==> src/rtl/wkd_pkg.sv <==
package wkd_pkg;
  typedef enum logic [1:0] {
    MD_SLEEP  = 2'd0,
    MD_STBY   = 2'd1,
    MD_NORMAL = 2'd2,
    MD_LISTEN = 2'd3
  } op_mode_e;

  typedef enum logic [2:0] {
    SQ_D1    = 3'd0,
    SQ_R1    = 3'd1,
    SQ_D2    = 3'd2,
    SQ_R2    = 3'd3,
    SQ_REARM = 3'd4
  } seq_st_e;
endpackage

==> src/rtl/wkd_filter.sv <==
module wkd_filter #(
  parameter int SYNC_STAGES = 2,
  parameter int FILT_TICKS  = 4
) (
  input  logic clk,
  input  logic rst,
  input  logic bus_dom_i,
  input  logic tick_i,
  output logic bus_s_o,
  output logic ev_dom_o,
  output logic ev_rec_o
);
  localparam int CW = $clog2(FILT_TICKS + 1);
  localparam logic [CW-1:0] RUN_LAST = CW'(FILT_TICKS - 1);
  localparam logic [CW-1:0] RUN_MAX  = CW'(FILT_TICKS);

  logic [SYNC_STAGES-1:0] sync_q;
  logic                   prev_q;
  logic [CW-1:0]          run_q;
  logic                   same;

  // synchroniser chain, length picked by parameter
  generate
    if (SYNC_STAGES > 1) begin : g_chain
      always_ff @(posedge clk) begin
        if (rst) sync_q <= '0;
        else     sync_q <= {sync_q[SYNC_STAGES-2:0], bus_dom_i};
      end
    end else begin : g_single
      always_ff @(posedge clk) begin
        if (rst) sync_q <= '0;
        else     sync_q <= bus_dom_i;
      end
    end
  endgenerate

  assign bus_s_o = sync_q[SYNC_STAGES-1];
  assign same    = (bus_s_o == prev_q);

  always_ff @(posedge clk) begin
    if (rst) begin
      prev_q   <= 1'b0;
      run_q    <= '0;
      ev_dom_o <= 1'b0;
      ev_rec_o <= 1'b0;
    end else begin
      prev_q <= bus_s_o;
      if (!same)                          run_q <= '0;
      else if (tick_i && run_q != RUN_MAX) run_q <= run_q + 1'b1;
      ev_dom_o <= same && tick_i && (run_q == RUN_LAST) &&  bus_s_o;
      ev_rec_o <= same && tick_i && (run_q == RUN_LAST) && !bus_s_o;
    end
  end
endmodule

==> src/rtl/wkd_seq.sv <==
module wkd_seq
  import wkd_pkg::*;
#(
  parameter int TIMEOUT_TICKS = 1000
) (
  input  logic    clk,
  input  logic    rst,
  input  logic    active_i,
  input  logic    tick_i,
  input  logic    bus_s_i,
  input  logic    ev_dom_i,
  input  logic    ev_rec_i,
  output logic    hit_o,
  output seq_st_e st_o
);
  localparam int TW = $clog2(TIMEOUT_TICKS + 1);
  localparam logic [TW-1:0] TO_LAST = TW'(TIMEOUT_TICKS - 1);

  seq_st_e       st_q;
  logic [TW-1:0] win_q;

  assign st_o = st_q;

  always_ff @(posedge clk) begin
    if (rst) begin
      st_q  <= SQ_D1;
      win_q <= '0;
      hit_o <= 1'b0;
    end else begin
      hit_o <= 1'b0;
      if (!active_i) begin
        st_q  <= SQ_D1;
        win_q <= '0;
      end else begin
        unique case (st_q)
          SQ_D1: if (ev_dom_i) begin
            st_q  <= SQ_R1;
            win_q <= '0;
          end
          SQ_R1, SQ_D2, SQ_R2: begin
            if (tick_i && win_q == TO_LAST) begin
              st_q <= SQ_REARM;          // window expired
            end else begin
              if (tick_i) win_q <= win_q + 1'b1;
              // only filtered events move the sequence
              if (st_q == SQ_R1 && ev_rec_i)      st_q <= SQ_D2;
              else if (st_q == SQ_D2 && ev_dom_i) st_q <= SQ_R2;
              else if (st_q == SQ_R2 && ev_rec_i) begin
                st_q  <= SQ_D1;
                hit_o <= 1'b1;
              end
            end
          end
          SQ_REARM: if (!bus_s_i) st_q <= SQ_D1;
          default: st_q <= SQ_D1;
        endcase
      end
    end
  end
endmodule

==> src/rtl/wkd_out.sv <==
module wkd_out
  import wkd_pkg::*;
#(
  parameter int TOGGLE_TICKS = 10
) (
  input  logic       clk,
  input  logic       rst,
  input  logic       tick_i,
  input  logic       hit_i,
  input  logic [1:0] mode_i,
  input  logic       vio_ok_i,
  input  logic       vcc_ok_i,
  input  logic       cfg_toggle_i,
  input  logic       cfg_vcc_ign_i,
  input  logic       int_en_i,
  output logic       rxd_o,
  output logic       int_n_o,
  output logic       stby_req_o
);
  localparam int GW = $clog2(TOGGLE_TICKS + 1);
  localparam logic [GW-1:0] TG_LAST = GW'(TOGGLE_TICKS - 1);

  logic          req_q, ph_q, sup_ok, clr, accept;
  logic [GW-1:0] tg_q;

  assign sup_ok = vio_ok_i && (vcc_ok_i || cfg_vcc_ign_i);
  assign clr    = (mode_i == MD_NORMAL) ||
                  (!vcc_ok_i && !cfg_vcc_ign_i) ||
                  (cfg_toggle_i && mode_i == MD_LISTEN);
  assign accept = hit_i && sup_ok && !clr;

  always_ff @(posedge clk) begin
    if (rst) begin
      req_q      <= 1'b0;
      ph_q       <= 1'b0;
      tg_q       <= '0;
      rxd_o      <= 1'b1;
      int_n_o    <= 1'b1;
      stby_req_o <= 1'b0;
    end else begin
      if (clr) begin
        req_q <= 1'b0;
      end else if (accept) begin
        req_q <= 1'b1;
        ph_q  <= 1'b0;
        tg_q  <= '0;
      end else if (req_q && tick_i) begin
        if (tg_q == TG_LAST) begin
          tg_q <= '0;
          ph_q <= ~ph_q;
        end else begin
          tg_q <= tg_q + 1'b1;
        end
      end
      rxd_o      <= ~req_q | (cfg_toggle_i & ph_q);
      int_n_o    <= ~(accept & int_en_i);
      stby_req_o <= accept && (mode_i == MD_SLEEP);
    end
  end
endmodule

==> src/rtl/can_wake_detect.sv <==
module can_wake_detect
  import wkd_pkg::*;
#(
  parameter int SYNC_STAGES   = 2,
  parameter int FILT_TICKS    = 5,
  parameter int TIMEOUT_TICKS = 1000,
  parameter int TOGGLE_TICKS  = 10
) (
  input  logic       clk,
  input  logic       rst,
  input  logic       lp_tick_i,
  input  logic       bus_dom_i,
  input  logic [1:0] mode_i,
  input  logic       vio_ok_i,
  input  logic       vcc_ok_i,
  input  logic       cfg_toggle_i,
  input  logic       cfg_vcc_ign_i,
  input  logic       int_en_i,
  output logic       rxd_o,
  output logic       int_n_o,
  output logic       stby_req_o
);
  logic    bus_s, ev_dom, ev_rec, hit, active;
  seq_st_e seq_st;

  assign active = (mode_i == MD_SLEEP) || (mode_i == MD_STBY);

  wkd_filter #(.SYNC_STAGES(SYNC_STAGES), .FILT_TICKS(FILT_TICKS)) u_filt (
    .clk(clk), .rst(rst), .bus_dom_i(bus_dom_i), .tick_i(lp_tick_i),
    .bus_s_o(bus_s), .ev_dom_o(ev_dom), .ev_rec_o(ev_rec)
  );

  wkd_seq #(.TIMEOUT_TICKS(TIMEOUT_TICKS)) u_seq (
    .clk(clk), .rst(rst), .active_i(active), .tick_i(lp_tick_i),
    .bus_s_i(bus_s), .ev_dom_i(ev_dom), .ev_rec_i(ev_rec),
    .hit_o(hit), .st_o(seq_st)
  );

  wkd_out #(.TOGGLE_TICKS(TOGGLE_TICKS)) u_out (
    .clk(clk), .rst(rst), .tick_i(lp_tick_i), .hit_i(hit), .mode_i(mode_i),
    .vio_ok_i(vio_ok_i), .vcc_ok_i(vcc_ok_i), .cfg_toggle_i(cfg_toggle_i),
    .cfg_vcc_ign_i(cfg_vcc_ign_i), .int_en_i(int_en_i),
    .rxd_o(rxd_o), .int_n_o(int_n_o), .stby_req_o(stby_req_o)
  );
endmodule

==> config.mk <==
export PLATFORM = sky130hd
export DESIGN_NAME = can_wake_detect
export DESIGN_NICKNAME = d
export VERILOG_FILES = /design/src/rtl/wkd_pkg.sv /design/src/rtl/wkd_filter.sv /design/src/rtl/wkd_seq.sv /design/src/rtl/wkd_out.sv /design/src/rtl/can_wake_detect.sv
export SDC_FILE = /design/constraint.sdc
export NUM_CORES = 1
export LEC_CHECK = 0
export BUFFER_PORTS_ARGS = -buffer_cell sky130_fd_sc_hd__buf_2
export CELL_PAD_IN_SITES_DETAIL_PLACEMENT = 1
export CELL_PAD_IN_SITES_GLOBAL_PLACEMENT = 1
export CORE_MARGIN = 5
export CORE_UTILIZATION = 40
export CTS_BUF_LIST = sky130_fd_sc_hd__clkbuf_16
export DETAILED_ROUTE_END_ITERATION = 6
export PLACE_DENSITY_LB_ADDON = 0.3
export SKIP_CTS_REPAIR_TIMING = 1
export SLEW_MARGIN = 20
export SYNTH_ARGS = -nofsm -noshare
export SYNTH_HDL_FRONTEND = slang
export SYNTH_HIERARCHICAL = 1
export SYNTH_SLANG_ARGS = --single-unit
==> constraint.sdc <==
create_clock -name clk -period 1.4 [get_ports clk]
set_input_delay 0.21 -clock clk [delete_from_list [all_inputs] [get_ports clk]]
set_output_delay 0.21 -clock clk [all_outputs]
set_load 0.01 [all_outputs]
# --- Word level (Yosys, flattened, before mapping) ---
# Index checks and enable logic that the tools add are counted.
word_totals:
  out_inout_bits: 3
  in_bits: 11
  ff_bits: 31
classes:
  add_sub_neg: 3
  n_bitwise: 10
  reduce_logical: 38
  n_eq_ne: 17
  mux: 18
ops:
  columns: ["cell", "n"]
  rows:
  - ["10-bit two-way mux", 3]
  - ["10-bit case mux with 2 select lines", 1]
  - ["3-bit two-way mux", 6]
  - ["1-bit logical AND", 16]
  - ["4-bit two-way mux", 3]
  - ["10-bit by 1-bit adder with 10-bit output, second input constant", 1]
  - ["10-bit equality test, second input constant", 1]
  - ["3-bit case mux with 3 select lines", 1]
  - ["2-bit != test, second input constant", 4]
  - ["1-bit inverter", 7]
  - ["3-bit by 2-bit equality test with 1-bit output, second input constant", 2]
  - ["3-bit equality test, second input constant", 2]
  - ["3-bit AND reduction", 2]
  - ["2-bit nonzero test", 3]
  - ["2-bit OR reduction", 3]
  - ["6-bit OR reduction", 1]
  - ["5-bit by 1-bit != test with 1-bit output, second input constant", 1]
  - ["4-bit by 1-bit adder with 4-bit output, second input constant", 1]
  - ["2-bit equality test, second input constant", 2]
  - ["4-bit equality test, second input constant", 1]
  - ["1-bit logical NOT", 4]
  - ["1-bit logical OR", 4]
  - ["1-bit two-way mux", 4]
  - ["4-bit AND reduction", 1]
  - ["other kinds (11)", 12]

# --- Longest topological paths before layout ---
# Gate-level depths: netlist (run 1).
logic_depth:
  depth_word: 8
  mapped_depth: 7
  ltp_nobuf: 6

# --- Hierarchy ---
# Netlist (run 1), hierarchy kept.
by_module_without_submodules:
  columns: ["module", "cells_per_inst", "instances", "area_per_inst_um2", "seq_area_each_um2"]
  rows:
  - ["wkd_seq", 100, 1, 862.1, 280.3]
  - ["wkd_out", 46, 1, 412.9, 180.2]
  - ["wkd_filter", 29, 1, 317.8, 160.2]
  - ["can_wake_detect", 1, 1, 3.8, 0.0]

# --- Worst setup path before layout (run 1) ---
# Ideal clock, no wire load.
synth_path:
  kind: "reg2reg"
  from: "reg u_seq.win_q[0]"
  to: "reg u_seq.win_q[8]"
  arrival_time_ns: 1.439
  path_stages_with_launch: 6
  required_time_ns: 1.328
  path_slack_ns: -0.110
  setup_ns: 0.072
  period_less_slack_ns: 1.510
  path_buffers: 0
  cell_sequence: "dfxtp_1 -> ha_1 -> nand2_1 -> or4_1 -> a21oi_1 -> mux2i_1"
synth_between:
  elab_chain_cells: 4
synth_lines:
  columns: ["item", "line", "source"]
  rows:
  - ["start, declared", "wkd_seq.sv:20", "logic [TW-1:0] win_q;"]
  - ["start signal, assigned", "wkd_seq.sv:44", "if (tick_i) win_q <= win_q + 1'b1;"]
  - ["10-bit by 1-bit adder with 10-bit output or 10-bit equality test (tied branches)", "wkd_seq.sv:44, wkd_seq.sv:41", null]
  - ["10-bit two-way mux or 1-bit logical AND (tied branches)", "wkd_seq.sv:44, wkd_seq.sv:41", null]
  - ["10-bit two-way mux or 2-bit != test (tied branches)", null, null]
  - ["10-bit case mux with 2 select lines or 4-bit AND reduction (tied branches)", null, null]
# Parallel ways exist; a longest one is shown, timed or not. The select of a mux whose other input is x is not followed.
# A chain may end at the register's enable or synchronous reset.

# --- Worst setup path in the final report (run 1) ---
layout_path:
  from: "reg u_seq.st_q[0] (netlist: u_seq/st_o[0])"
  to: "reg u_seq.win_q[4]"
layout_between:
  elab_chain_cells: 4
layout_lines:
  columns: ["item", "line", "source"]
  rows:
  - ["start, declared", "wkd_seq.sv:19", "seq_st_e st_q;"]
  - ["start signal, assigned", "wkd_seq.sv:26", "st_q <= SQ_D1;"]
  - ["start signal, assigned", "wkd_seq.sv:32", "st_q <= SQ_D1;"]
  - ["start signal, assigned", "wkd_seq.sv:37", "st_q <= SQ_R1;"]
  - ["3-bit by 2-bit equality test with 1-bit output or 3-bit by 1-bit equality test with 1-bit output (tied branches)", "wkd_seq.sv:35", "unique case (st_q)"]
  - ["3-bit OR reduction", "wkd_seq.sv:35", null]
  - ["2-bit != test (no source line) or 2-bit nonzero test (tied branches)", null, null]
  - ["4-bit AND reduction (no source line)", null, null]
# Parallel ways exist; a longest one is shown, timed or not.

==> flow_summary.ini, run 1 <==
[synthesis]
netlist_top_cells_area = dfxtp_1, nand2_1, ha_1, mux2i_1, a21oi_1
syn_nets = 193
ys_async_sr_fraction_pct = 0
yosysWarnings = 6
synth_flop_cell = dfxtp_1
netlist_area_um2 = 1600
yosysTopAreaCell = dfxtp_1
ys_seq_area_share_pct = 38.9
synth-edff-count = 0
syn_avg_cell_area_um2 = 9.07
synth_seq_cells = 31
syn_inst = 176
synth_cell_types = 52
synth_top_area_share_pct = 38.9

[sta]
fmax_mhz = 613
worst_pin_slew_ps = 468
finalMaxSlewViolations = 0
hold_viol = 0
rsz0062_at_grt = true
setup_viol = 14
finClkSkew_ps = 3.02
finalWorstSetupSlack_ps = -232
fin_crit_ps = 1630
relSlewSlack_pct = 68.6
fin_crit_sh_pct = 117

[cts]
clk_latency_ps = 290
ctsHtreeMaxLevel = 2
cts_tree = built
clk_pin_slew_ps = 60
clock_path_buffers = 2
cts_root_buf = clkbuf_16
cts_buffers = 5
cts.sinks = 31

[critical_path]
worst_setup_path_start_kind = register
ff2ff_path_depth = 5
r2r-end = u_seq/win_q[4]$_SDFFE_PP0P_
arrival_ps = 1840
r2r_start = u_seq/st_o[0]$_SDFFE_PP0P_
r2r_slack_ps = -230
required_ps = 1600
cp_max_fo = 9
cp-endpoint = u_seq/win_q[4]$_SDFFE_PP0P_
critPathCaptureType = register
critPathLaunch = u_seq/st_o[0]$_SDFFE_PP0P_
critical_path_class = reg -> reg

[grt]
grt_first_pass_wirelength_um = 8410
track_usage_pct = 20.6
grt_util_met2_pct = 34.9
grt_use_met1_pct = 25.3
antenna_found_initial = 0
grt_max_degree = 14
grt-busiest-layer = met2
grt_pass1_vias = 1693
grt_overflow = 0
met3_usage_pct = 4.82

[routing]
drcViolationCount = 0
wl_per_cell_um = 21.9
drt_iter0_markers = 100
finalWirelength_um = 6330
antenna_left = 0
viasPerCell = 5.87
num_vias = 1696
first_pass_iters = 4

[pwr]
power_frac_clock_pct = 55.8
p_int_mw = 1.77
ir_worst_vdd_mv = 0.866
p_per_area_nw_per_um2 = 934
swShare_pct = 22.6
leakagePower_nw = 0.935
pwr-share-comb_pct = 4.9
power_switching_uw = 515
power_frac_seq_pct = 39.4

[die]
die_y_um = 73.2
io_pins = 14
start_util_pct = 40.5
die_area_um2 = 5350
coreArea_um2 = 3940
die_w_um = 73.2
row_count = 23

[place]
gp_congestion = 0.851
port_buffers = 13
hpwlAfterDp_um = 3480
dp_slack_ps = -163

[job]
cap_violations = 0

[run_status]
violations = setup timing
status = finished with violations

[layout]
diodes = 0
drive_gt1_share_pct = 50.2
final_nets = 255
fin_util_pct = 62.0
area_growth_pct = 53.1

[worst_hold_path]
worstHoldPathType = in -> reg
==> cell families after synthesis <==
| group | synth area share [%] |
|---|---|
| simple gates | 31.3 |
| compound gates | 15.4 |
| flops | 38.9 |
| buf+inv | 3.60 |
| mux | 4.39 |
| fa+ha+maj | 4.70 |
| xor+xnor | 1.65 |
==> placed cells by master (no fill, tap or decap), types with 3 or more instances in the layout <==
cell       count
inv_1          8
or3_1          7
nor3_1         4
nor2b_1        4
mux2i_1        7
buf_6          5
clkbuf_16      5
a21oi_2        7
nor2_1         7
a21boi_2       3
or4_4          3
dfxtp_2       13
nand2_1       18
dfxtp_1       18
buf_2         13
nand3_1        4
buf_4         42
o21ai_0        4
ha_1           5
==> per-stage QoR <==
step                      area, µm²  hold slack, ps  TNS [ps]  std cells  power (mW)
after floorplan                1670             278     -63.4        176       0.967
after global placement         2060             393     -1010        274        1.01
after detailed placement       2060             401     -1900        274        1.02
after CTS                      2220             112     -2690        282        2.26
after global routing           2440             106     -2390        289        2.36
final                          2440             120     -1620        289        2.28
==> power groups by stage <==
stage | registers [mW] | logic, mW | clock network [mW]
after floorplan | 0.916 | 0.0506 | 0
after global placement | 0.917 | 0.0910 | 0
after detailed placement | 0.918 | 0.0981 | 0
after CTS | 0.900 | 0.100 | 1.26
after global routing | 0.900 | 0.120 | 1.34
final | 0.899 | 0.111 | 1.27
==> worst min path at each step <==
stage | startpoint | to | depth (start not counted)
3_5_place_dp | int_en_i | u_out/int_n_o$_SDFF_PP1_ | 2
3_3_place_gp | int_en_i | u_out/int_n_o$_SDFF_PP1_ | 2
5_1_grt | int_en_i | u_out/int_n_o$_SDFF_PP1_ | 2
2_1_floorplan | rst | u_filt/ev_dom_o$_SDFF_PP0_ | 1
6_report | int_en_i | u_out/int_n_o$_SDFF_PP1_ | 2
4_1_cts | int_en_i | u_out/int_n_o$_SDFF_PP1_ | 2
==> synthesized netlist by cell type, drive strengths merged, types with 2 or more instances <==
cell type  number
a211oi          2
a21boi          5
a21oi           9
and3            2
buf             4
dfxtp          31
ha              6
inv             8
mux2i           7
nand2          21
nand2b          3
nand3           5
nand4           2
nand4bb         2
nor2            7
nor2b           4
nor3            6
nor3b           2
nor4            6
o21a            2
o21ai           7
o31ai           3
or3             9
or4             5
xnor2           2
==> flip-flops by register name (all words and copies together), names as in the netlist, 2 cells and up <==
register / flops
u_seq/win_q: 10
u_filt/run_q: 3
u_out/tg_q: 4
u_seq/st_o: 3
u_filt/sync_q: 2
==> critical path, stage by stage, from the launching register on <==
cell	delay [ps]
dfxtp_2	340
nor3b_4	270
buf_4	170
o21ai_4	100
or4_1	500
a21boi_1	160
==> layer usage <==
metal / routed length [µm] / vias to the layer above / share of wire [%]
met2: 3190 / 46 / 50
met1: 2700 / 855 / 43
met3: 215 / 22 / 3.4
met5: 0 / - / 0
li1: - / 773 / -
met4: 231 / 0 / 3.6
==> area by class of cell <==
cell class                 instances  area, µm²
fill                             422       1500
multi-input combinational        132       1110
sequential                        31        637
timing repair buffer              60        437
clock buffer                       5        125
tap                               50       62.6
clock inverter                     3       38.8
inverter                           8       30.0
No activity file was read; power rests on OpenSTA's default activity.
==> run 2: changes to the inputs <==
--- a/config.mk
+++ b/config.mk
@@ -11,6 +11,7 @@
 export CORE_MARGIN = 5
 export CORE_UTILIZATION = 40
 export CTS_BUF_LIST = sky130_fd_sc_hd__clkbuf_16
+export CTS_CLUSTER_DIAMETER = 40
 export DETAILED_ROUTE_END_ITERATION = 6
 export PLACE_DENSITY_LB_ADDON = 0.3
 export SKIP_CTS_REPAIR_TIMING = 1
==> constraint.sdc (replaced) <==
create_clock -name clk -period 1.4 [get_ports clk]
set_input_delay 0.14 -clock clk [delete_from_list [all_inputs] [get_ports clk]]
set_output_delay 0.14 -clock clk [all_outputs]
set_load 0.01 [all_outputs]
==> run 2 against run 1 <==
The flow still finishes with violations (setup timing). Clock skew rose by 1.6 ps. Count of clock-buffer cells in the layout did not move. Sequential power barely moved. Via count fell by 6.6%. Largest cell class unchanged.
==> flow_summary.ini, run 2 (same netlist as run 1, synthesis figures left out) <==
[run_status]
status = finished with violations
violations = setup timing

[critical_path]
r2r-end = u_seq/win_q[3]$_SDFFE_PP0P_
max_stage_delay_ps = 510
critical_path_class = reg -> reg
r2r_start = u_seq/win_q[0]$_SDFFE_PP0P_
required_ps = 1610
cp_max_fo = 7
r2r_slack_ps = -180
critPathCaptureType = register
cp-endpoint = u_seq/win_q[3]$_SDFFE_PP0P_
crit_chain = ha_4 > nand2_4 > nor4_4 > buf_6 > or4_4 > a21boi_2
arrival_ps = 1790
worst_setup_path_start_kind = register
ff2ff_path_depth = 6
crit_slowest_cell = or4_4
critPathLaunch = u_seq/win_q[0]$_SDFFE_PP0P_

[routing]
finalWirelength_um = 5440
antenna_left = 0
wl_per_cell_um = 19.2
viasPerCell = 5.60
first_pass_iters = 4
drt_iter0_markers = 44
drcViolationCount = 0
num_vias = 1584

[cts]
cts_buffers = 5
cts.sinks = 31
clock_path_buffers = 2
cts_root_buf = clkbuf_16
cts_tree = built
clk_latency_ps = 280
ctsHtreeMaxLevel = 2
clk_pin_slew_ps = 50

[sta]
finalMaxSlewViolations = 0
fin_crit_sh_pct = 113
setup_tns_ps = -1300
finalWorstSetupSlack_ps = -182
fin_crit_ps = 1580
setup_viol = 15
fmax_mhz = 632
hold_viol = 0
whs_ps = 61.7
finClkSkew_ps = 4.59
relSlewSlack_pct = 66.3
worst_pin_slew_ps = 502
rsz0062_at_grt = true

[layout]
reg_top3 = u_seq/win_q (10), u_out/tg_q (4)
fin_util_pct = 60.5
mostFrequentLayoutCells = buf_4, dfxtp_1, nand2_1, buf_2, inv_1
fillers = 442
final_nets = 250
largest_register_ffs = 10
drive_gt1_share_pct = 47.6
register_area_um2 = 637
multiInputGateArea_um2 = 1110
fin_cells = 283
diodes = 0
regMostFlops = u_seq/win_q
mostFrequentLayoutCell = buf_4
area_growth_pct = 49.5

[die]
row_count = 23
io_pins = 14
coreArea_um2 = 3940
start_util_pct = 40.5
die_y_um = 73.2
die_w_um = 73.2
die_area_um2 = 5350

[place]
port_buffers = 13
gp_congestion = 0.832
hpwlAfterDp_um = 3600
dp.cells = 271

[grt]
grt_overflow = 0
antenna_found_initial = 0
track_usage_pct = 19.6
grt_first_pass_wirelength_um = 8000
grt_max_degree = 14
grt_pass1_vias = 1725

[pwr]
pwr-share-comb_pct = 5.1
p_int_mw = 1.76
ir_worst_vdd_mv = 0.804
swShare_pct = 19.8
power_frac_clock_pct = 54.0
power_switching_uw = 433
power_frac_seq_pct = 40.9
p_per_area_nw_per_um2 = 919
leakagePower_nw = 0.879
power.total_mw = 2.19

[job]
cap_violations = 0

[worst_hold_path]
worstHoldPathType = in -> reg
-- run 2: cell type report --
type                            count  area share [%]
Clock inverter                      2            1.42
Sequential cell                    31            26.7
Tap cell                           50            2.62
Inverter                            8            1.26
Multi-Input combinational cell    132            46.4
Clock buffer                        5            5.24
Timing Repair Buffer               55            16.4
-- run 2: power by group through the flow --
stage	registers [mW]	logic, mW	clock network, mW
after global routing	0.897	0.120	1.26
after global placement	0.917	0.0938	0
after floorplan	0.916	0.0506	0
final	0.897	0.111	1.18
after detailed placement	0.918	0.102	0
after CTS	0.900	0.104	1.22
-- run 2: metal layers --
metal	wire length, µm	up-vias	GRT usage (%)
met3	109	11	4.82
met5	0	-	0
met4	137	0	6.56
met1	2160	801	21.1
li1	-	756	-
met2	3040	16	36.6
-- run 2: worst min-delay path by stage --
| stage | start | to | slack, ps | depth (start not counted) |
|---|---|---|---|---|
| final | int_en_i | u_out/int_n_o$_SDFF_PP1_ | 60 | 2 |
| after global routing | int_en_i | u_out/int_n_o$_SDFF_PP1_ | 70 | 2 |
| after floorplan | rst | u_filt/ev_dom_o$_SDFF_PP0_ | 210 | 1 |
| after global placement | int_en_i | u_out/int_n_o$_SDFF_PP1_ | 320 | 2 |
| after CTS | int_en_i | u_out/int_n_o$_SDFF_PP1_ | 60 | 2 |
| after detailed placement | int_en_i | u_out/int_n_o$_SDFF_PP1_ | 330 | 2 |
-- run 2: worst max-delay path: cells and delay by family (launching register included) --
kind | cells | cell delay, ps
AND/OR/NAND/NOR | 3 | 710
flip-flops | 1 | 360
adder cells (fa/ha/maj) | 1 | 170
buffers and inverters | 1 | 150
AO/OA/AOI/OAI | 1 | 130
-- run 2: per-stage QoR --
stage                     worst slack [ps]  area, µm²
final                                 -182       2390
after global routing                  -224       2390
after CTS                             -262       2200
after detailed placement              -235       2040
after global placement               -91.4       2040
after floorplan                      -23.3       1670
==> run 3: changes to the inputs <==
--- a/config.mk
+++ b/config.mk
@@ -13,6 +13,7 @@
 export CTS_BUF_LIST = sky130_fd_sc_hd__clkbuf_16
 export CTS_CLUSTER_DIAMETER = 40
 export DETAILED_ROUTE_END_ITERATION = 6
+export MAX_ROUTING_LAYER = met4
 export PLACE_DENSITY_LB_ADDON = 0.3
 export SKIP_CTS_REPAIR_TIMING = 1
 export SLEW_MARGIN = 20
==> run 3 against run 2 <==
The flow still finishes with violations (setup timing). Sequential power hardly changed. Cell count is the same. Fmax about the same. Largest power group unchanged. Highest routed layer unchanged.
==> flow_summary.ini, run 3 (same netlist as run 1, synthesis figures left out) <==
[run_status]
status = finished with violations
violations = setup timing

[sta]
finalMaxSlewViolations = 0
rsz0062_at_grt = true
fin_crit_ps = 1580
whs_ps = 61.6
relSlewSlack_pct = 65.9
finalWorstSetupSlack_ps = -183
worst_pin_slew_ps = 508
setup_viol = 15
fin_crit_sh_pct = 113
fmax_mhz = 632
finClkSkew_ps = 4.27
hold_viol = 0

[grt]
grt_max_degree = 14
grt_overflow = 0
track_usage_pct = 20.1
antenna_found_initial = 0
grt_first_pass_wirelength_um = 7990
grt_pass1_vias = 1729

[job]
cap_violations = 0

[layout]
reg_top3 = u_seq/win_q (10), u_out/tg_q (4)
regMostFlops = u_seq/win_q
fin_cells = 283
mostFrequentLayoutCells = buf_4, dfxtp_1, nand2_1, buf_2, inv_1
mostFrequentLayoutCell = buf_4
largest_register_ffs = 10
area_growth_pct = 49.5
fillers = 442
multiInputGateArea_um2 = 1110
diodes = 0
drive_gt1_share_pct = 47.6
final_nets = 250
register_area_um2 = 637

[place]
dp.cells = 271
port_buffers = 13
gp_congestion = 0.845
hpwlAfterDp_um = 3600

[cts]
clock_path_buffers = 2
cts_root_buf = clkbuf_16
ctsHtreeMaxLevel = 2
cts.sinks = 31
cts_tree = built
clk_pin_slew_ps = 50
clk_latency_ps = 280
cts_buffers = 5

[critical_path]
required_ps = 1610
critical_path_buf_inv_count = 1
critPathCaptureType = register
worst_setup_path_start_kind = register
max_stage_delay_ps = 510
crit_chain = ha_4 > nand2_4 > nor4_4 > buf_6 > or4_4 > a21boi_2
cp_top_family = simple AND/OR/NAND/NOR gates
critical_path_class = reg -> reg
crit_slowest_cell = or4_4
cp_max_fo = 7
arrival_ps = 1790

[die]
die_y_um = 73.2
io_pins = 14
die_w_um = 73.2
row_count = 23
coreArea_um2 = 3940
start_util_pct = 40.5
die_area_um2 = 5350

[routing]
wl_per_cell_um = 19.3
drt_iter0_markers = 50
antenna_left = 0
first_pass_iters = 4
finalWirelength_um = 5460
drcViolationCount = 0
viasPerCell = 5.58
num_vias = 1579

[pwr]
p_per_area_nw_per_um2 = 919
leakagePower_nw = 0.879
ir_worst_vdd_mv = 0.804

[worst_hold_path]
worstHoldPathType = in -> reg
==> run 3: cell counts in the layout (fill, tap and decap cells not counted) <==
Identical to the previous run, type by type.
==> run 3: worst paths after layout <==
check | cells past startpoint | from | slack [ps] | endpoint
setup / recovery | 6 | u_seq/win_q[0]$_SDFFE_PP0P_ | -180 | u_seq/win_q[3]$_SDFFE_PP0P_
hold / removal | 2 | int_en_i | 60 | u_out/int_n_o$_SDFF_PP1_
setup reg to reg | 6 | u_seq/win_q[0]$_SDFFE_PP0P_ | -180 | u_seq/win_q[3]$_SDFFE_PP0P_
hold reg to reg | 1 | u_filt/sync_q[0]$_SDFF_PP0_ | 450 | u_filt/sync_q[1]$_SDFF_PP0_
==> run 3: power by group <==
part / internal [mW] / switching, mW
Sequential: 0.889 / 0.00860
Clock: 0.820 / 0.363
Combinational: 0.0502 / 0.0611
Total: 1.76 / 0.433
==> run 3: cell type report <==
class                   count  share of cell area, %
well taps                  50                   2.62
repair buffers             55                   16.4
flip-flops and latches     31                   26.7
inverters                   8                   1.26
clock buffers               5                   5.24
multi-input cells         132                   46.4
clock inverters             2                   1.42
==> run 3: metrics by stage <==
| step | total power, mW | area [µm²] | util (%) | setup TNS [ps] | worst slack (ps) |
|---|---|---|---|---|---|
| floorplan | 0.967 | 1670 | - | -63.4 | -23.3 |
| global placement | 1.01 | 2040 | 51.7 | -659 | -91.4 |
| detailed placement | 1.02 | 2040 | 51.7 | -2300 | -235 |
| CTS | 2.22 | 2200 | 55.7 | -2480 | -262 |
| global route | 2.28 | 2390 | 60.5 | -2060 | -224 |
| finish | 2.19 | 2390 | 60.5 | -1320 | -183 |
==> run 3: routing by layer <==
layer | vias up | track usage [%] | part of all wire [%]
li1 | 757 | - | -
met1 | 793 | 21.2 | 40
met2 | 18 | 36.5 | 56
met3 | 11 | 4.68 | 2.1
met4 | 0 | 6.56 | 2.5
met5 | - | - | 0
